==> config.mk <==
export PLATFORM = sky130hd
export DESIGN_NAME = mcast_hash_filter
export DESIGN_NICKNAME = d
export VERILOG_FILES = /design/src/rtl/mhf_pkg.sv /design/src/rtl/mhf_crc_step.sv /design/src/rtl/mhf_addr_seq.sv /design/src/rtl/mhf_hash_table.sv /design/src/rtl/mcast_hash_filter.sv
export SDC_FILE = /design/constraint.sdc
export NUM_CORES = 1
export LEC_CHECK = 0
export ABC_AREA = 1
export ABC_CLOCK_PERIOD_IN_PS = 2000
export BUFFER_PORTS_ARGS = -buffer_cell sky130_fd_sc_hd__buf_4
export CAP_MARGIN = 20
export CELL_PAD_IN_SITES_DETAIL_PLACEMENT = 0
export CELL_PAD_IN_SITES_GLOBAL_PLACEMENT = 1
export CORE_ASPECT_RATIO = 1.25
export CORE_MARGIN = 2
export CORE_UTILIZATION = 30
export CTS_BUF_LIST = sky130_fd_sc_hd__clkbuf_4 sky130_fd_sc_hd__clkbuf_8
export CTS_CLUSTER_DIAMETER = 150
export DETAILED_ROUTE_END_ITERATION = 8
export HOLD_SLACK_MARGIN = 0.06
export PLACE_DENSITY_LB_ADDON = 0.1
export SETUP_SLACK_MARGIN = 0.4
export SYNTH_ARGS = -nofsm -noshare
export SYNTH_HDL_FRONTEND = slang
export SYNTH_SLANG_ARGS = --single-unit
export TNS_END_PERCENT = 5
==> constraint.sdc <==
create_clock -name clk -period 2 [get_ports clk]
set_input_delay 0.2 -clock clk [delete_from_list [all_inputs] [get_ports clk]]
set_output_delay 0.2 -clock clk [all_outputs]
set_load 0.05 [all_outputs]
==> src/rtl/mhf_pkg.sv <==
package mhf_pkg;
   localparam int CRC_W = 32;
   typedef logic [CRC_W-1:0] crc_t;
   localparam crc_t CRC_PRESET = '1;
   localparam crc_t CRC_POLY_REFL = 32'hEDB8_8320;
endpackage

==> src/rtl/mhf_crc_step.sv <==
module mhf_crc_step
   import mhf_pkg::*;
#(
   parameter crc_t POLY = CRC_POLY_REFL
) (
   input  crc_t       crc_in,
   input  logic [7:0] data,
   output crc_t       crc_out
);
   // one byte folded in, least significant bit first, eight shift stages
   always_comb begin
      crc_t c;
      c = crc_in;
      for (int b = 0; b < 8; b++) begin
         c = (c >> 1) ^ (((c[0] ^ data[b]) == 1'b1) ? POLY : '0);
      end
      crc_out = c;
   end
endmodule

==> src/rtl/mhf_addr_seq.sv <==
module mhf_addr_seq #(
   parameter int ADDR_BYTES = 6,
   localparam int CNT_W = $clog2(ADDR_BYTES + 1)
) (
   input  logic clk,
   input  logic rst_n,
   input  logic start,
   input  logic valid,
   output logic take,
   output logic first,
   output logic last
);
   logic [CNT_W-1:0] cnt_q;
   logic [CNT_W-1:0] pos;

   assign pos   = start ? '0 : cnt_q;
   assign take  = valid && (start || (cnt_q < CNT_W'(ADDR_BYTES)));
   assign first = valid && start;
   assign last  = take && (pos == CNT_W'(ADDR_BYTES - 1));

   always_ff @(posedge clk) begin
      if (!rst_n)
         cnt_q <= CNT_W'(ADDR_BYTES);
      else if (take)
         cnt_q <= pos + 1'b1;
   end

   // the byte counter never runs past the address length
   p_cnt_range_r7: assert property (@(posedge clk) disable iff (!rst_n)
      cnt_q <= CNT_W'(ADDR_BYTES));

   // with no address open, only a start byte is taken
   p_idle_start_only_r8: assert property (@(posedge clk) disable iff (!rst_n)
      (cnt_q == CNT_W'(ADDR_BYTES) && take) |-> start);
endmodule

==> src/rtl/mhf_hash_table.sv <==
module mhf_hash_table #(
   parameter int WORD_W = 32,
   parameter int WORDS  = 2,
   localparam int LANES = WORD_W / 8,
   localparam int IDX_W = $clog2(WORD_W * WORDS),
   localparam int CFG_AW = $clog2(WORDS + 1)
) (
   input  logic              clk,
   input  logic              rst_n,
   input  logic              wr_en,
   input  logic [CFG_AW-1:0] wr_addr,
   input  logic [WORD_W-1:0] wr_data,
   input  logic [LANES-1:0]  wr_be,
   input  logic [IDX_W-1:0]  idx,
   output logic              bit_out
);
   logic [WORD_W*WORDS-1:0] flat;

   for (genvar w = 0; w < WORDS; w++) begin : g_word
      logic [WORD_W-1:0] word_q;
      logic              hit;
      assign hit = wr_en && (wr_addr == CFG_AW'(w));

      always_ff @(posedge clk) begin
         if (!rst_n)
            word_q <= '0;
         else if (hit) begin
            for (int l = 0; l < LANES; l++) begin
               if (wr_be[l]) word_q[l*8 +: 8] <= wr_data[l*8 +: 8];
            end
         end
      end

      assign flat[w*WORD_W +: WORD_W] = word_q;

      // a write with no lane enabled leaves the word alone
      p_no_lane_no_change_r10: assert property (@(posedge clk) disable iff (!rst_n)
         (hit && wr_be == '0) |=> $stable(word_q));
   end

   // upper index bits pick the word, lower bits the bit inside it
   assign bit_out = flat[idx];
endmodule

==> src/rtl/mcast_hash_filter.sv <==
module mcast_hash_filter
   import mhf_pkg::*;
#(
   parameter int HASH_BITS  = 6,
   parameter int WORD_W     = 32,
   parameter int ADDR_BYTES = 6,
   localparam int WORDS  = (1 << HASH_BITS) / WORD_W,
   localparam int LANES  = WORD_W / 8,
   localparam int CFG_AW = $clog2(WORDS + 1)
) (
   input  logic              clk,
   input  logic              rst_n,
   input  logic              cfg_wr_en,
   input  logic [CFG_AW-1:0] cfg_wr_addr,
   input  logic [WORD_W-1:0] cfg_wr_data,
   input  logic [LANES-1:0]  cfg_wr_be,
   input  logic              addr_start,
   input  logic              addr_valid,
   input  logic [7:0]        addr_byte,
   output logic              match,
   output logic              done
);
   if (WORD_W % 8 != 0 || WORD_W < 8) begin : g_bad_word
      $error("WORD_W must be a positive multiple of 8");
   end
   if (HASH_BITS > CRC_W || (1 << HASH_BITS) < WORD_W) begin : g_bad_hash
      $error("HASH_BITS must fit the CRC and cover at least one word");
   end
   if (ADDR_BYTES < 2) begin : g_bad_len
      $error("ADDR_BYTES must be at least 2");
   end

   logic take, first, last;
   crc_t crc_q, crc_seed, crc_next, crc_final;
   logic mc_q, en_q, match_q, done_q, mc_now, tbl_bit;
   logic [HASH_BITS-1:0] idx;

   mhf_addr_seq #(.ADDR_BYTES(ADDR_BYTES)) u_seq (
      .clk(clk), .rst_n(rst_n), .start(addr_start), .valid(addr_valid),
      .take(take), .first(first), .last(last)
   );

   assign crc_seed = first ? CRC_PRESET : crc_q;

   mhf_crc_step #(.POLY(CRC_POLY_REFL)) u_crc (
      .crc_in(crc_seed), .data(addr_byte), .crc_out(crc_next)
   );

   assign crc_final = ~crc_next;
   assign idx       = crc_final[CRC_W-1 -: HASH_BITS];
   assign mc_now    = first ? addr_byte[0] : mc_q;

   mhf_hash_table #(.WORD_W(WORD_W), .WORDS(WORDS)) u_tbl (
      .clk(clk), .rst_n(rst_n), .wr_en(cfg_wr_en), .wr_addr(cfg_wr_addr),
      .wr_data(cfg_wr_data), .wr_be(cfg_wr_be), .idx(idx), .bit_out(tbl_bit)
   );

   always_ff @(posedge clk) begin
      if (!rst_n) begin
         en_q <= 1'b0;
      end else if (cfg_wr_en && cfg_wr_addr == CFG_AW'(WORDS) && cfg_wr_be[0]) begin
         en_q <= cfg_wr_data[0];
      end
   end

   always_ff @(posedge clk) begin
      if (!rst_n) begin
         crc_q   <= CRC_PRESET;
         mc_q    <= 1'b0;
         match_q <= 1'b0;
         done_q  <= 1'b0;
      end else begin
         done_q <= last;
         if (take) crc_q <= crc_next;
         if (first) mc_q <= addr_byte[0];
         if (last)
            match_q <= en_q && mc_now && tbl_bit;
         else if (first)
            match_q <= 1'b0;
      end
   end

   assign match = match_q;
   assign done  = done_q;

   // the completion strobe lasts one cycle
   p_done_pulse_r6: assert property (@(posedge clk) disable iff (!rst_n)
      done_q |=> !done_q);

   // the verdict only moves on completion or on a new start
   p_match_hold_r7: assert property (@(posedge clk) disable iff (!rst_n)
      (match_q != $past(match_q)) |-> (done_q || $past(first)));

   // a reported match belongs to a group address
   p_match_group_r3: assert property (@(posedge clk) disable iff (!rst_n)
      (done_q && match_q) |-> mc_q);

   // a reported match needs the enable set when the verdict formed
   p_match_enable_r4: assert property (@(posedge clk) disable iff (!rst_n)
      (done_q && match_q) |-> $past(en_q));
endmodule

== Word level (Yosys, flattened, before mapping) ==
Cells that the tools add are included.

* Register bits after elaboration: 103
* Input port bits: 51

* Reduce and logical (&&, ||, !) cells: 20
* Bitwise gates (word level): 17
* Muxes and demuxes: 15
* Add/sub/neg operators: 1
* Order comparisons: 2
* Equal/unequal tests: 3

{| class="wikitable"
|+ Operator list
! cell !! number
|-
| $mux 32 || 9
|-
| $xor 31x32->32 || 8
|-
| $not 32->32 || 1
|-
| $reduce_and 2->1 || 8
|-
| $logic_and 1x1->1 || 9
|-
| $xor 1x1->1 || 8
|-
| $lt 6x7->1 const B || 1
|-
| $bmux 1 s6 || 1
|-
| $mux 1 || 4
|-
| $add 3x1->3 const B || 1
|-
| $eq 3x3->1 const B || 1
|-
| $lt 3x3->1 const B || 1
|-
| $mux 3 || 1
|-
| $eq 2x1->1 const B || 1
|-
| $eq 2x2->1 const B || 1
|-
| $logic_not 2->1 || 1
|-
| $reduce_bool 2->1 || 1
|-
| $logic_or 1x1->1 || 1
|}

== Depth between registers and ports, before layout ==
* Word-level depth: 31
* Gate-level depth with buffers: 22
* Gate-level depth less buffers: 21

== Cells and area by module ==
Synthesis repeated with hierarchy kept, for this count alone.

* Cells, all modules: 885
* Area, all modules: 6107.1 um^2

{| class="wikitable"
|+ Modules (own cells, without submodules)
! module !! times used !! cells an instance !! area each (um^2)
|-
| mhf_hash_table || 1 || 437 || 3029.2
|-
| mcast_hash_filter || 1 || 202 || 1605.3
|-
| mhf_crc_step || 1 || 213 || 1273.7
|-
| mhf_addr_seq || 1 || 33 || 198.9
|}

== Worst setup path before layout ==
No wires, ideal clock.

* Path kind: reg2reg
* Start: reg crc_q[7]
* End: reg match_q, in the netlist match
* Cell stages (with the launch flop): 21
* Library setup time: 128 ps
* Data required time: 1872 ps
* Data arrival time: 2061 ps
* Setup slack: -189 ps
* Period minus slack after synthesis: 2189 ps
* Cells stage by stage: dfxtp_1 > inv_1 > nand2_1 > nand2_1 > nand2_1 > inv_1 > nand2_1 > nand2_1 > nand2_1 > nand2_1 > xor2_2 > buf_6 > nand3_1 > nand3_1 > nand3_1 > nand2_1 > nand2_1 > nand3_1 > nor2_1 > nor2_1 > nor2_1

* Cells in the longest elaborated chain, start to end: 16

{| class="wikitable"
|+ RTL lines
! item !! line !! source
|-
| from (decl) || mcast_hash_filter.sv:34 || <nowiki>crc_t crc_q, crc_seed, crc_next, crc_final;</nowiki>
|-
| from (signal assigned) || mcast_hash_filter.sv:74 || <nowiki>if (take) crc_q <= crc_next;</nowiki>
|-
| $mux 32 || mcast_hash_filter.sv:43 || <nowiki>assign crc_seed = first ? CRC_PRESET : crc_q;</nowiki>
|-
| $xor 31x32->32 (7 in a row) || mhf_crc_step.sv:15 || <nowiki>c = (c >> 1) ^ (((c[0] ^ data[b]) == 1'b1) ? POLY : '0);</nowiki>
|-
| $xor 1x1->1 || mhf_crc_step.sv:15 ||
|-
| $mux 32 || mhf_crc_step.sv:15 ||
|-
| $xor 31x32->32 || mhf_crc_step.sv:15 ||
|-
| $not 32->32 || mcast_hash_filter.sv:49 || <nowiki>assign crc_final = ~crc_next;</nowiki>
|-
| $bmux 1 s6 || mhf_hash_table.sv:42 || <nowiki>assign bit_out = flat[idx];</nowiki>
|-
| $mux 1 (not written as such) || mhf_hash_table.sv:42 ||
|-
| $logic_and 1x1->1 || mcast_hash_filter.sv:77 || <nowiki>match_q <= en_q && mc_now && tbl_bit;</nowiki>
|-
| $mux 1 || mcast_hash_filter.sv:76 || <nowiki>if (last)</nowiki>
|-
| to (signal assigned) || mcast_hash_filter.sv:77 ||
|-
| to (decl) || mcast_hash_filter.sv:35 || <nowiki>logic mc_q, en_q, match_q, done_q, mc_now, tbl_bit;</nowiki>
|}

No other way between the ends. The select of a mux whose other input is x is not followed.
A chain may end at the register's enable or synchronous reset.

== Final worst setup path ==
* Start: reg crc_q[4]
* End: reg match_q, in the netlist match

* Cells in the longest elaborated chain, start to end: 16

{| class="wikitable"
|+ RTL lines
! item !! line
|-
| $mux 32 || mcast_hash_filter.sv:43
|-
| $xor 31x32->32 (4 in a row) || mhf_crc_step.sv:15
|-
| $xor 1x1->1 || mhf_crc_step.sv:15
|-
| $mux 32 || mhf_crc_step.sv:15
|-
| $xor 31x32->32 (4 in a row) || mhf_crc_step.sv:15
|-
| $not 32->32 || mcast_hash_filter.sv:49
|-
| $bmux 1 s6 || mhf_hash_table.sv:42
|-
| $mux 1 (not written as such) || mhf_hash_table.sv:42
|-
| $logic_and 1x1->1 || mcast_hash_filter.sv:77
|-
| $mux 1 || mcast_hash_filter.sv:76
|}

No other way between the ends. The select of a mux whose other input is x is not followed.

==> metrics.yaml <==
status: "finished with violations"
violations: "negative setup slack"
fin_ws_ps: -217
endpoint_kind: "flop"
die_x_um: 124
irDropWorstVdd_uv: 307
syn_inst: 790
dp_hpwl_mm: 12.4
synthDominantCellAreaShare_pct: 38.1
die_area_um2: 19200
clock_path_buffers: 2
num_rows: 54
drc_errors: 0
tightest_slew_ps: 379
critPathRequiredTime_ps: 2280
overflow: 0
syn_to_final_growth_pct: 33.1
highest_layer: "met4"
clkSinkCount: 103
rsz0062_at_grt: "true"
yosys-top-cells-count: "nand2_1 (212), nand3_1 (135), dfxtp_1 (103), a21oi_1 (85), nor2_1 (46)"
initial_utilization_pct: 30.8
clock_power_share_pct: 21.6
antenna_found_initial: 0
yosysSeqAreaShare_pct: 38.1
arrival_ps: 2500
powerDensity_nw_per_um2: 901
sw_frac_of_total_pct: 36.9
postRouteAntennaNets: 0
drtIter0Drc: 275
p_switching_mw: 2.40
fill_cells: 1922
htree_levels: 3
drv_slew: 0
reg2regPathDepth: 16
rrSetupSlack_ps: -220
fin_crit_sh_pct: 111
via_per_inst: 4.88
cap_violations: 0
fin_crit_ps: 2220
met2_length_mm: 9.25
wirelength_mm: 17.4
place_area_um2: 6500
critPathKind: "flop to flop"
p_int_mw: 4.10
synth_cell_types: 26
power_mw: 6.50
numCtsBuffers: 9
worst_clock_skew_ps: 6.30
grt_pass1_wl_mm: 26.8
netlist_area_um2: 5420
seq_area_um2: 2070
wl_met3_um: 447
r2r-end: "match"
tritoncts: "done"
setup-violations-final: 4
portBuffers: 52
fin_area_um2: 7210
synthMostInstantiatedCell: "nand2_1"
clock_latency_ps: 390
m1WireLength_mm: 7.29
wl_per_cell_um: 15.5
diodes: 0
final.setup.tns_ps: -310
worstSetupEndpoint: "match"
hold_violations: 0
die_h_um: 154
cts_root_buffer: "clkbuf_8"
power_frac_seq_pct: 34.4
combPwrFrac_pct: 43.9
vias: 5495
dr.pass1.iters: 4
yosys_warnings: 0
ys_seq_elements: 103
synth-edff-count: 0
hold_path_class: "primary input to flop"
fmax_mhz: 451
place_ws_ps: -448
core_area_um2: 17600
synth_nets: 843
grt_max_degree: 75
ys_top_cells_by_area: "dfxtp_1 (38%), nand2_1 (15%), nand3_1 (12%)"
multi_input_area_um2: 3260
r2r-start: "crc_q[4]"
synth_top_area_cell: "dfxtp_1"
grt_usage_pct: 18.1
async_flop_share_pct: 0
num_io_pins: 53
worstSetupStartpoint: "crc_q[4]"
gp_congestion: 0.831
synth.avg_cell_area_um2: 6.86
clk_pin_slew_ps: 110
p_leak_nw: 3.01
first_global_vias: 5179
max-slew-margin-rel_pct: 74.6
layout-drive-gt1-share_pct: 24.8
critical_path.max_fanout: 8
finalNetCount: 949
startpoint_type: "flop"
synth_ff_type: "dfxtp_1"
[registers in the layout, indices dropped and copies added, names as in the netlist]
register,count
u_tbl.g_word.word_q,64
crc_q,32
u_seq.cnt_q,3
done,1
en_q,1
match,1
mc_q,1
[layout make-up]
class / instances / area share [%]
clock inverter: 7 / 1.09
sequential: 103 / 28.7
clock buffer: 9 / 1.72
inverter: 45 / 2.38
tap: 224 / 3.89
multi-input combinational: 600 / 45.2
timing repair buffer: 137 / 17.1
[kinds of logic after synthesis]
logic type      Yosys count  share of synthesized area (%)
fa+ha+maj                 2                          0.462
compound gates          141                           13.9
buf+inv                  87                           6.63
simple gates            412                           32.7
xor+xnor                 45                           8.24
flops                   103                           38.1
[per-layer routing]
metal  vias to the layer above  global-route usage (%)
li1                       2822                       -
met1                      2555                    21.2
met2                        92                    33.2
met3                        26                    2.69
met4                         0                    6.05
met5                         -                       0
[worst min path at each step]
stage	startpoint	to	cells after the start
floorplan	cfg_wr_data[24]	u_tbl.g_word[1].word_q[24]	2
global placement	u_tbl.g_word[1].word_q[8]	u_tbl.g_word[1].word_q[8]	2
detailed placement	u_tbl.g_word[1].word_q[8]	u_tbl.g_word[1].word_q[8]	2
CTS	cfg_wr_data[20]	u_tbl.g_word[0].word_q[20]	3
global route	cfg_wr_data[8]	u_tbl.g_word[0].word_q[8]	3
finish	cfg_wr_data[5]	u_tbl.g_word[1].word_q[5]	3
[repair_timing]
item                                    in CTS  in global routing
hold buffers                                 7                  0
hold endpoints to repair                     7                  0
setup buffers                                0                  6
endpoints found under the setup margin      21                 23
gates cloned                                 0                  4
pin swaps                                   11                 15
gates resized for setup                     36                 44
[through the flow]
step	std cells	hold slack, ps	util [%]
floorplan	790	366	-
global placement	1092	444	37.0
detailed placement	1092	446	37.0
CTS	1115	60.8	39.3
global route	1125	67.4	41.1
finish	1125	84.0	41.1
[cell usage in the layout, fill, tap and decap left out, types with 2 or more instances in the layout]
| cell type | Yosys | layout |
|---|---|---|
| a21oi_1 | 85 | 85 |
| buf_12 | 0 | 7 |
| buf_4 | 3 | 113 |
| buf_6 | 2 | 5 |
| clkbuf_16 | 0 | 4 |
| clkbuf_8 | 0 | 9 |
| clkinvlp_4 | 0 | 2 |
| dfxtp_1 | 103 | 99 |
| dfxtp_2 | 0 | 4 |
| dlygate4sd3_1 | 0 | 7 |
| ha_1 | 2 | 2 |
| inv_1 | 41 | 33 |
| inv_2 | 4 | 11 |
| nand2_1 | 212 | 184 |
| nand2_2 | 10 | 26 |
| nand2_4 | 2 | 14 |
| nand3_1 | 135 | 130 |
| nand3_2 | 1 | 5 |
| nor2_1 | 46 | 44 |
| nor2_2 | 0 | 2 |
| nor3_1 | 3 | 3 |
| o211ai_1 | 12 | 12 |
| o21ai_0 | 40 | 31 |
| o21ai_1 | 0 | 8 |
| o221ai_1 | 4 | 4 |
| xnor2_1 | 11 | 8 |
| xnor2_2 | 0 | 3 |
| xor2_1 | 30 | 25 |
| xor2_2 | 2 | 4 |
| xor2_4 | 2 | 5 |
[power groups by stage]
stage          Combinational, mW  Clock, mW  Sequential, mW
2_1_floorplan               1.43          0            2.26
3_3_place_gp                2.34          0            2.28
3_5_place_dp                2.35          0            2.28
4_1_cts                     2.48       1.46            2.24
5_1_grt                     3.12       1.54            2.25
6_report                    2.86       1.41            2.24
[worst max-delay path, stage by stage (launching register included)]
cell and delay, ps:
dfxtp_2 330, inv_2 80, nand2_4 80, xor2_4 270
xor2_4 190, buf_12 140, xor2_4 230, clkbuf_16 200
nand3_1 90, nand3_2 70, nand3_1 70, nand2_1 70
nand2_1 50, nand3_1 70, nor2_1 40, nor2_1 80
nor2_1 40
Power figures use the tool's default switching activity.
